<file path="src/rtl/eep_pkg.sv">
package eep_pkg;
    typedef enum logic [3:0] {
        ST_IDLE,
        ST_DEV,
        ST_DEV_ACK,
        ST_WADDR,
        ST_WADDR_ACK,
        ST_WDATA,
        ST_WDATA_ACK,
        ST_RDATA,
        ST_RD_ACK,
        ST_WAIT_STOP
    } eep_state_e;

    localparam logic [3:0] DEV_TYPE = 4'b1010;
    localparam int unsigned BYTE_W = 8;
endpackage

</file>
<file path="src/rtl/eep_line_monitor.sv">
module eep_line_monitor #(
    parameter int SYNC_STAGES = 2
) (
    input  logic clk,
    input  logic rst_n,
    input  logic scl_i,
    input  logic sda_i,
    output logic scl_s,
    output logic sda_s,
    output logic scl_rise,
    output logic scl_fall,
    output logic start_det,
    output logic stop_det
);
    logic [SYNC_STAGES-1:0] scl_sync, sda_sync;
    logic scl_d, sda_d;

    always_ff @(posedge clk or negedge rst_n) begin
        if (!rst_n) begin
            scl_sync <= '1;
            sda_sync <= '1;
            scl_d    <= 1'b1;
            sda_d    <= 1'b1;
        end else begin
            scl_sync <= {scl_sync[SYNC_STAGES-2:0], scl_i};
            sda_sync <= {sda_sync[SYNC_STAGES-2:0], sda_i};
            scl_d    <= scl_s;
            sda_d    <= sda_s;
        end
    end

    assign scl_s     = scl_sync[SYNC_STAGES-1];
    assign sda_s     = sda_sync[SYNC_STAGES-1];
    assign scl_rise  = scl_s & ~scl_d;
    assign scl_fall  = ~scl_s & scl_d;
    assign start_det = scl_s & scl_d & sda_d & ~sda_s;
    assign stop_det  = scl_s & scl_d & ~sda_d & sda_s;
endmodule

</file>
<file path="src/rtl/eep_store.sv">
module eep_store #(
    parameter int ADDR_W      = 8,
    parameter int DATA_W      = 8,
    parameter int PAGE_W      = 2,
    parameter int BUSY_CYCLES = 500000
) (
    input  logic              clk,
    input  logic              rst_n,
    input  logic [ADDR_W-1:0] rd_addr,
    output logic [DATA_W-1:0] rd_data,
    input  logic              pg_clear,
    input  logic              pg_wr,
    input  logic [ADDR_W-1:0] pg_addr,
    input  logic [DATA_W-1:0] pg_data,
    input  logic              commit,
    input  logic              inhibit,
    output logic              busy
);
    localparam int DEPTH = 1 << ADDR_W;
    localparam int SLOTS = 1 << PAGE_W;
    localparam int CNT_W = $clog2(BUSY_CYCLES + 1);
    localparam logic [CNT_W-1:0] BUSY_LOAD = CNT_W'(BUSY_CYCLES);

    logic [DATA_W-1:0]        mem  [DEPTH];
    logic [DATA_W-1:0]        pbuf [SLOTS];
    logic [SLOTS-1:0]         pmask;
    logic [ADDR_W-PAGE_W-1:0] pbase;
    logic [CNT_W-1:0]         busy_cnt;
    logic                     last_tick;

    assign busy      = (busy_cnt != '0);
    assign last_tick = (busy_cnt == CNT_W'(1));
    assign rd_data   = mem[rd_addr];

    always_ff @(posedge clk or negedge rst_n) begin
        if (!rst_n) begin
            busy_cnt <= '0;
            pmask    <= '0;
            pbase    <= '0;
            for (int s = 0; s < SLOTS; s++) pbuf[s] <= '0;
        end else if (busy) begin
            busy_cnt <= busy_cnt - CNT_W'(1);
            if (last_tick) pmask <= '0;
        end else if (commit) begin
            if (!inhibit && (|pmask)) busy_cnt <= BUSY_LOAD;
            else                      pmask    <= '0;
        end else if (pg_clear) begin
            pmask <= '0;
        end else if (pg_wr) begin
            pbuf[pg_addr[PAGE_W-1:0]]  <= pg_data;
            pmask[pg_addr[PAGE_W-1:0]] <= 1'b1;
            pbase                      <= pg_addr[ADDR_W-1:PAGE_W];
        end
    end

    always_ff @(posedge clk or negedge rst_n) begin
        if (!rst_n) begin
            for (int i = 0; i < DEPTH; i++) mem[i] <= '1;
        end else if (last_tick) begin
            for (int s = 0; s < SLOTS; s++)
                if (pmask[s]) mem[{pbase, PAGE_W'(s)}] <= pbuf[s];
        end
    end
endmodule

</file>
<file path="src/rtl/eep_2w_slave.sv">
module eep_2w_slave
    import eep_pkg::*;
#(
    parameter int ADDR_W      = 8,
    parameter int PAGE_W      = 2,
    parameter int BUSY_CYCLES = 500000,
    parameter int SYNC_STAGES = 2
) (
    input  logic       clk,
    input  logic       rst_n,
    input  logic       scl_i,
    input  logic       sda_i,
    input  logic [2:0] strap_i,
    input  logic       wr_inhibit_i,
    output logic       sda_pull_o
);
    localparam int CNT_W = $clog2(BYTE_W + 1);
    localparam logic [CNT_W-1:0] FULL = CNT_W'(BYTE_W);
    localparam logic [CNT_W-1:0] LAST = CNT_W'(BYTE_W - 1);

    eep_state_e state_q, state_d;

    logic scl_s, sda_s, scl_rise, scl_fall, start_det, stop_det;
    logic [BYTE_W-1:0] shreg, tx, rd_data;
    logic [CNT_W-1:0]  cnt;
    logic [ADDR_W-1:0] addr;
    logic              rw, mack, busy, addr_hit, byte_in;
    logic              pg_wr, pg_clear, commit;

    eep_line_monitor #(.SYNC_STAGES(SYNC_STAGES)) u_mon (
        .clk(clk), .rst_n(rst_n), .scl_i(scl_i), .sda_i(sda_i),
        .scl_s(scl_s), .sda_s(sda_s), .scl_rise(scl_rise), .scl_fall(scl_fall),
        .start_det(start_det), .stop_det(stop_det)
    );

    eep_store #(
        .ADDR_W(ADDR_W), .DATA_W(BYTE_W), .PAGE_W(PAGE_W), .BUSY_CYCLES(BUSY_CYCLES)
    ) u_store (
        .clk(clk), .rst_n(rst_n), .rd_addr(addr), .rd_data(rd_data),
        .pg_clear(pg_clear), .pg_wr(pg_wr), .pg_addr(addr), .pg_data(shreg),
        .commit(commit), .inhibit(wr_inhibit_i), .busy(busy)
    );

    assign addr_hit = (shreg[7:1] == {DEV_TYPE, strap_i});
    assign byte_in  = scl_fall && (cnt == FULL);

    // next-state logic
    always_comb begin
        state_d = state_q;
        if (stop_det) begin
            state_d = ST_IDLE;
        end else if (start_det) begin
            state_d = ST_DEV;
        end else begin
            unique case (state_q)
                ST_IDLE:      state_d = ST_IDLE;
                ST_DEV:       if (byte_in) state_d = (addr_hit && !busy) ? ST_DEV_ACK : ST_IDLE;
                ST_DEV_ACK:   if (scl_fall) state_d = rw ? ST_RDATA : ST_WADDR;
                ST_WADDR:     if (byte_in) state_d = ST_WADDR_ACK;
                ST_WADDR_ACK: if (scl_fall) state_d = ST_WDATA;
                ST_WDATA:     if (byte_in) state_d = ST_WDATA_ACK;
                ST_WDATA_ACK: if (scl_fall) state_d = ST_WDATA;
                ST_RDATA:     if (scl_fall && cnt == LAST) state_d = ST_RD_ACK;
                ST_RD_ACK:    if (scl_fall) state_d = mack ? ST_RDATA : ST_WAIT_STOP;
                ST_WAIT_STOP: state_d = ST_WAIT_STOP;
                default:      state_d = ST_IDLE;
            endcase
        end
    end

    // state register
    always_ff @(posedge clk or negedge rst_n) begin
        if (!rst_n) state_q <= ST_IDLE;
        else        state_q <= state_d;
    end

    // datapath: shifter, bit counter, address counter
    always_ff @(posedge clk or negedge rst_n) begin
        if (!rst_n) begin
            shreg <= '0;
            tx    <= '0;
            cnt   <= '0;
            addr  <= '0;
            rw    <= 1'b0;
            mack  <= 1'b0;
        end else if (start_det || stop_det) begin
            cnt <= '0;
        end else begin
            unique case (state_q)
                ST_DEV, ST_WADDR, ST_WDATA: begin
                    if (scl_rise) begin
                        shreg <= {shreg[BYTE_W-2:0], sda_s};
                        cnt   <= cnt + CNT_W'(1);
                    end else if (byte_in) begin
                        cnt <= '0;
                        if (state_q == ST_DEV)   rw   <= shreg[0];
                        if (state_q == ST_WADDR) addr <= shreg[ADDR_W-1:0];
                        if (state_q == ST_WDATA)
                            addr <= {addr[ADDR_W-1:PAGE_W], addr[PAGE_W-1:0] + PAGE_W'(1)};
                    end
                end
                ST_DEV_ACK: if (scl_fall && rw) tx <= rd_data;
                ST_RDATA: begin
                    if (scl_fall) begin
                        tx <= {tx[BYTE_W-2:0], 1'b0};
                        if (cnt == LAST) begin
                            cnt  <= '0;
                            addr <= addr + ADDR_W'(1);
                        end else begin
                            cnt <= cnt + CNT_W'(1);
                        end
                    end
                end
                ST_RD_ACK: begin
                    if (scl_rise) mack <= ~sda_s;
                    else if (scl_fall && mack) tx <= rd_data;
                end
                default: ;
            endcase
        end
    end

    // outputs
    always_comb begin
        sda_pull_o = 1'b0;
        unique case (state_q)
            ST_DEV_ACK, ST_WADDR_ACK, ST_WDATA_ACK: sda_pull_o = 1'b1;
            ST_RDATA: sda_pull_o = ~tx[BYTE_W-1];
            default:  sda_pull_o = 1'b0;
        endcase
        pg_wr    = (state_q == ST_WDATA) && byte_in && !start_det && !stop_det;
        pg_clear = start_det && !busy;
        commit   = stop_det && ((state_q == ST_WDATA) || (state_q == ST_WDATA_ACK));
    end
endmodule

</file>
<file path="config.mk">
export PLATFORM = sky130hd
export DESIGN_NAME = eep_2w_slave
export DESIGN_NICKNAME = d
export VERILOG_FILES = /design/src/rtl/eep_pkg.sv /design/src/rtl/eep_line_monitor.sv /design/src/rtl/eep_store.sv /design/src/rtl/eep_2w_slave.sv
export SDC_FILE = /design/constraint.sdc
export NUM_CORES = 2
export LEC_CHECK = 0
export BUFFER_PORTS_ARGS = -buffer_cell sky130_fd_sc_hd__clkbuf_2
export CORE_ASPECT_RATIO = 1.4
export CORE_MARGIN = 2
export CORE_UTILIZATION = 46
export CTS_CLUSTER_DIAMETER = 100
export DETAILED_ROUTE_END_ITERATION = 7
export HOLD_SLACK_MARGIN = 0.08
export PLACE_DENSITY_LB_ADDON = 0.1
export SLEW_MARGIN = 0
export SYNTH_ARGS = -nofsm -noshare
export SYNTH_HDL_FRONTEND = slang
export SYNTH_SLANG_ARGS = --single-unit
</file>
<file path="constraint.sdc">
create_clock -name clk -period 3.2 [get_ports clk]
set_input_delay 0.48 -clock clk [delete_from_list [all_inputs] [get_ports clk]]
set_output_delay 0.48 -clock clk [all_outputs]
set_load 0.01 [all_outputs]
</file>
==> results.cfg <==
[floorplanning]
dieArea_um2 = 228000
die_w_um = 404
core_area_um2 = 223000
ioPinCount = 9
start_util = 0.462
num_rows = 205
chipHeight_um = 564

[synth]
ys_warn_count = 0
synth_ff_type = dfstp_2
seq_area_frac_synth = 0.548
synth.net_count = 6707
synth.top_cells.by_area = dfstp_2 52%, mux2_2 22%, mux4_2 8.5%
synth_most_common_cell = dfstp_2
synth.distinct_cells = 84
synth.avg_cell_area_um2 = 15.4
synth_top_area_share = 0.524
netlist_area_um2 = 103000
synth_edf_count = 0
postSynthCellCount = 6690
ys_seq_elements = 2149
async_flop_share = 1.00
synth_top_cell_by_area = dfstp_2
synth_common_cells = 2,054 x dfstp_2, 2,011 x mux2_2, 388 x mux4_2

[detailed_routing]
via_count = 65200
drc = 0
dr.pass1.iters = 5
detail-route-antenna-nets = 0
wl_per_cell_um = 37.5
drt_iter0_drc = 5605
drt_wl_total_mm = 385
viasPerCell = 6.36

[critical_path]
crit_buf_inv = 6
crit_chain = buf_12, buf_8, buf_12, buf_12, mux4_2, a22o_1, o21ai_2, buf_6, nand3_2, a211oi_4, buf_4, o21ai_0, a32o_1
cp_max_fo = 8
critical_path_class = flop to flop
cp_data_required_time_ns = 4.00
cp_slowest_cell = mux4_2
crit_family = compound AO/OA/AOI/OAI gates
cpMostUsedCell = buf_12
end_kind = flop
critPathLaunchType = flop
critical-path-max-stage-delay_ns = 0.51
arrival_ns = 4.09

[pwr]
seqPwrFrac = 0.501
p_comb_frac = 0.019
swShare = 0.222
p_per_area_nw_per_um2 = 449
clockPowerShare = 0.479
p_leak_uw = 0.0504
intPower_uw = 42600
power.switching_uw = 12100
ir_drop_mv = 0.423

[finish]
num-fill-cells = 18100
final_cell_area_um2 = 122000
post-route-util = 0.547
syn2layout_area_growth_pct = 18.4
drive_above_1_share = 0.804
final_net_count = 7193

[timing]
rsz0062_at_grt = true
min_period_ns = 3.29
slew_headroom = 0.206
fmax_mhz = 304
slew_viol_final = 0
fin_skew_ns = 0.0518
hold_viol_final = 0
finalWorstSetupSlack_ns = -0.0886
finalSetupViolCount = 479
fin_tns_setup_ns = -11.69
fin_crit_sh = 1.03
tightest_slew_ns = 1.19

[cts]
cts_tree = yes
clock_latency_ns = 0.91
numCtsBuffers = 221
clkTransAtPathRegs_ns = 0.06
cts_max_level = 4
cts_root_buf = clkbuf_16
clock_path_buffers = 4
cts_num_sinks = 2149

[grt]
grt_max_degree = 139
overflow = 0
grt_pass1_vias = 67700
track_usage = 0.332
grt_pass1_wl_mm = 535
antenna_found_initial = 34

[placement]
io_buffers = 8
dpl-instance-area_um2 = 111000
hpwlAfterDp_mm = 250
dp_worst_setup_slack_ns = -1.03
routabilityCongestion = 0.938

[run]
cap_violations = 0

[run_status]
failed_checks = negative setup slack
status = complete, but fails checks

[worst_hold_path]
hold_path_class = primary input to flop
per-stage QoR:
| step | std cells | hold slack [ns] | power (uW) |
|---|---|---|---|
| after CTS | 10200 | 0.0896 | 55100 |
| after floorplan | 6690 | 0.184 | 28100 |
| after global routing | 10200 | 0.150 | 56200 |
| final | 10300 | 0.110 | 54700 |
| after global placement | 9743 | 0.378 | 28800 |
| after detailed placement | 9744 | 0.370 | 28900 |
state kept, by name, indices dropped and copies added (netlist names), 2 cells and up:
register          count
u_store.pbuf         32
u_mon.scl_sync        2
tx                    8
u_store.pmask         4
shreg                 8
u_store.mem        2048
u_store.pbase         6
state_q               4
addr                  8
u_store.busy_cnt     19
u_mon.sda_sync        2
cnt                   4
repair_timing:
action                                  in CTS  in global routing
cloned                                       3                 19
hold endpoints to repair                   113                  0
pin swaps                                    9                 65
hold buffers                                 3                  0
endpoints found under the setup margin     174               1707
resized for setup                           89                448
setup buffers                               22                 60
kinds of logic after synthesis:
logic type / share of synthesized area
compound gates: 0.0346
simple gates: 0.0471
mux: 0.345
xor+xnor: 0.00119
fa+ha+maj: 0.00119
flops: 0.548
buf+inv: 0.0238
cell type report:
type | instances | area, um^2 | area share
Antenna cell | 17 | 42.5 | 0.000349
Clock buffer | 328 | 6450 | 0.0529
Clock inverter | 64 | 713 | 0.00585
Inverter | 20 | 80.1 | 0.000657
Multi-Input combinational cell | 4033 | 46100 | 0.378
Sequential cell | 2149 | 56500 | 0.463
Tap cell | 2898 | 3630 | 0.0297
Timing Repair Buffer | 751 | 8380 | 0.0688
worst paths after layout:
check | from | endpoint | slack, ns | cells past startpoint
worst min-delay path | wr_inhibit_i | u_store.busy_cnt[1] | 0.11 | 4
max in group asynchronous | rst_n | u_store.mem[2033] | 1.72 | 4
worst min register to register | u_mon.sda_sync[0] | u_mon.sda_sync[1] | 0.39 | 0
worst max-delay path | addr[0] | tx[1] | -0.09 | 13
min in group asynchronous | rst_n | u_store.mem[614] | 0.37 | 2
worst max register to register | addr[0] | tx[1] | -0.09 | 13
cell usage in the layout, fill, tap and decap left out, drive strengths merged, types with 8 or more instances in the layout:
cell type	netlist	routed
nand3b	8	8
bufinv	0	13
a21oi	112	112
a211oi	25	25
o31ai	12	12
a22oi	34	34
nor2b	19	19
nand2b	18	18
clkbuf	343	352
mux2	2104	2104
clkinv	2	43
nor2	228	228
nand4	13	13
dfrtp	95	95
nand2	267	267
nor4	13	13
mux4	388	388
ha	9	9
diode	0	17
inv	18	23
mux2i	303	303
a221o	9	9
o221ai	79	79
nand3	47	47
nor3	48	48
dfstp	2054	2054
o21ai	78	78
buf	145	722
a221oi	31	31
a31oi	16	16
xor2	9	9
a22o	13	13
o311ai	9	9
o22ai	53	53
power groups by stage:
stage,clock [uW],sequential [uW],combinational [uW]
6_report,26200,27400,1060
5_1_grt,27600,27400,1180
3_5_place_dp,0,27800,1020
4_1_cts,26600,27400,1040
3_3_place_gp,0,27800,997
2_1_floorplan,0,27800,315
metal layers:
layer / vias up / share of wire / GRT usage
met3: 891 / 0.053 / 0.0436
met5: - / 0.00023 / 0
met4: 14 / 0.067 / 0.192
met2: 2519 / 0.50 / 0.567
li1: 26000 / - / -
met1: 35800 / 0.38 / 0.404
worst reg2reg max path, stage by stage (launching register included):
cell	delay, ns
dfrtp_4	0.43
buf_12	0.17
buf_8	0.17
buf_12	0.16
buf_12	0.13
mux4_2	0.51
a22o_1	0.33
o21ai_2	0.18
buf_6	0.14
nand3_2	0.10
a211oi_4	0.29
buf_4	0.20
o21ai_0	0.10
a32o_1	0.27
Power figures use the tool's default switching activity.
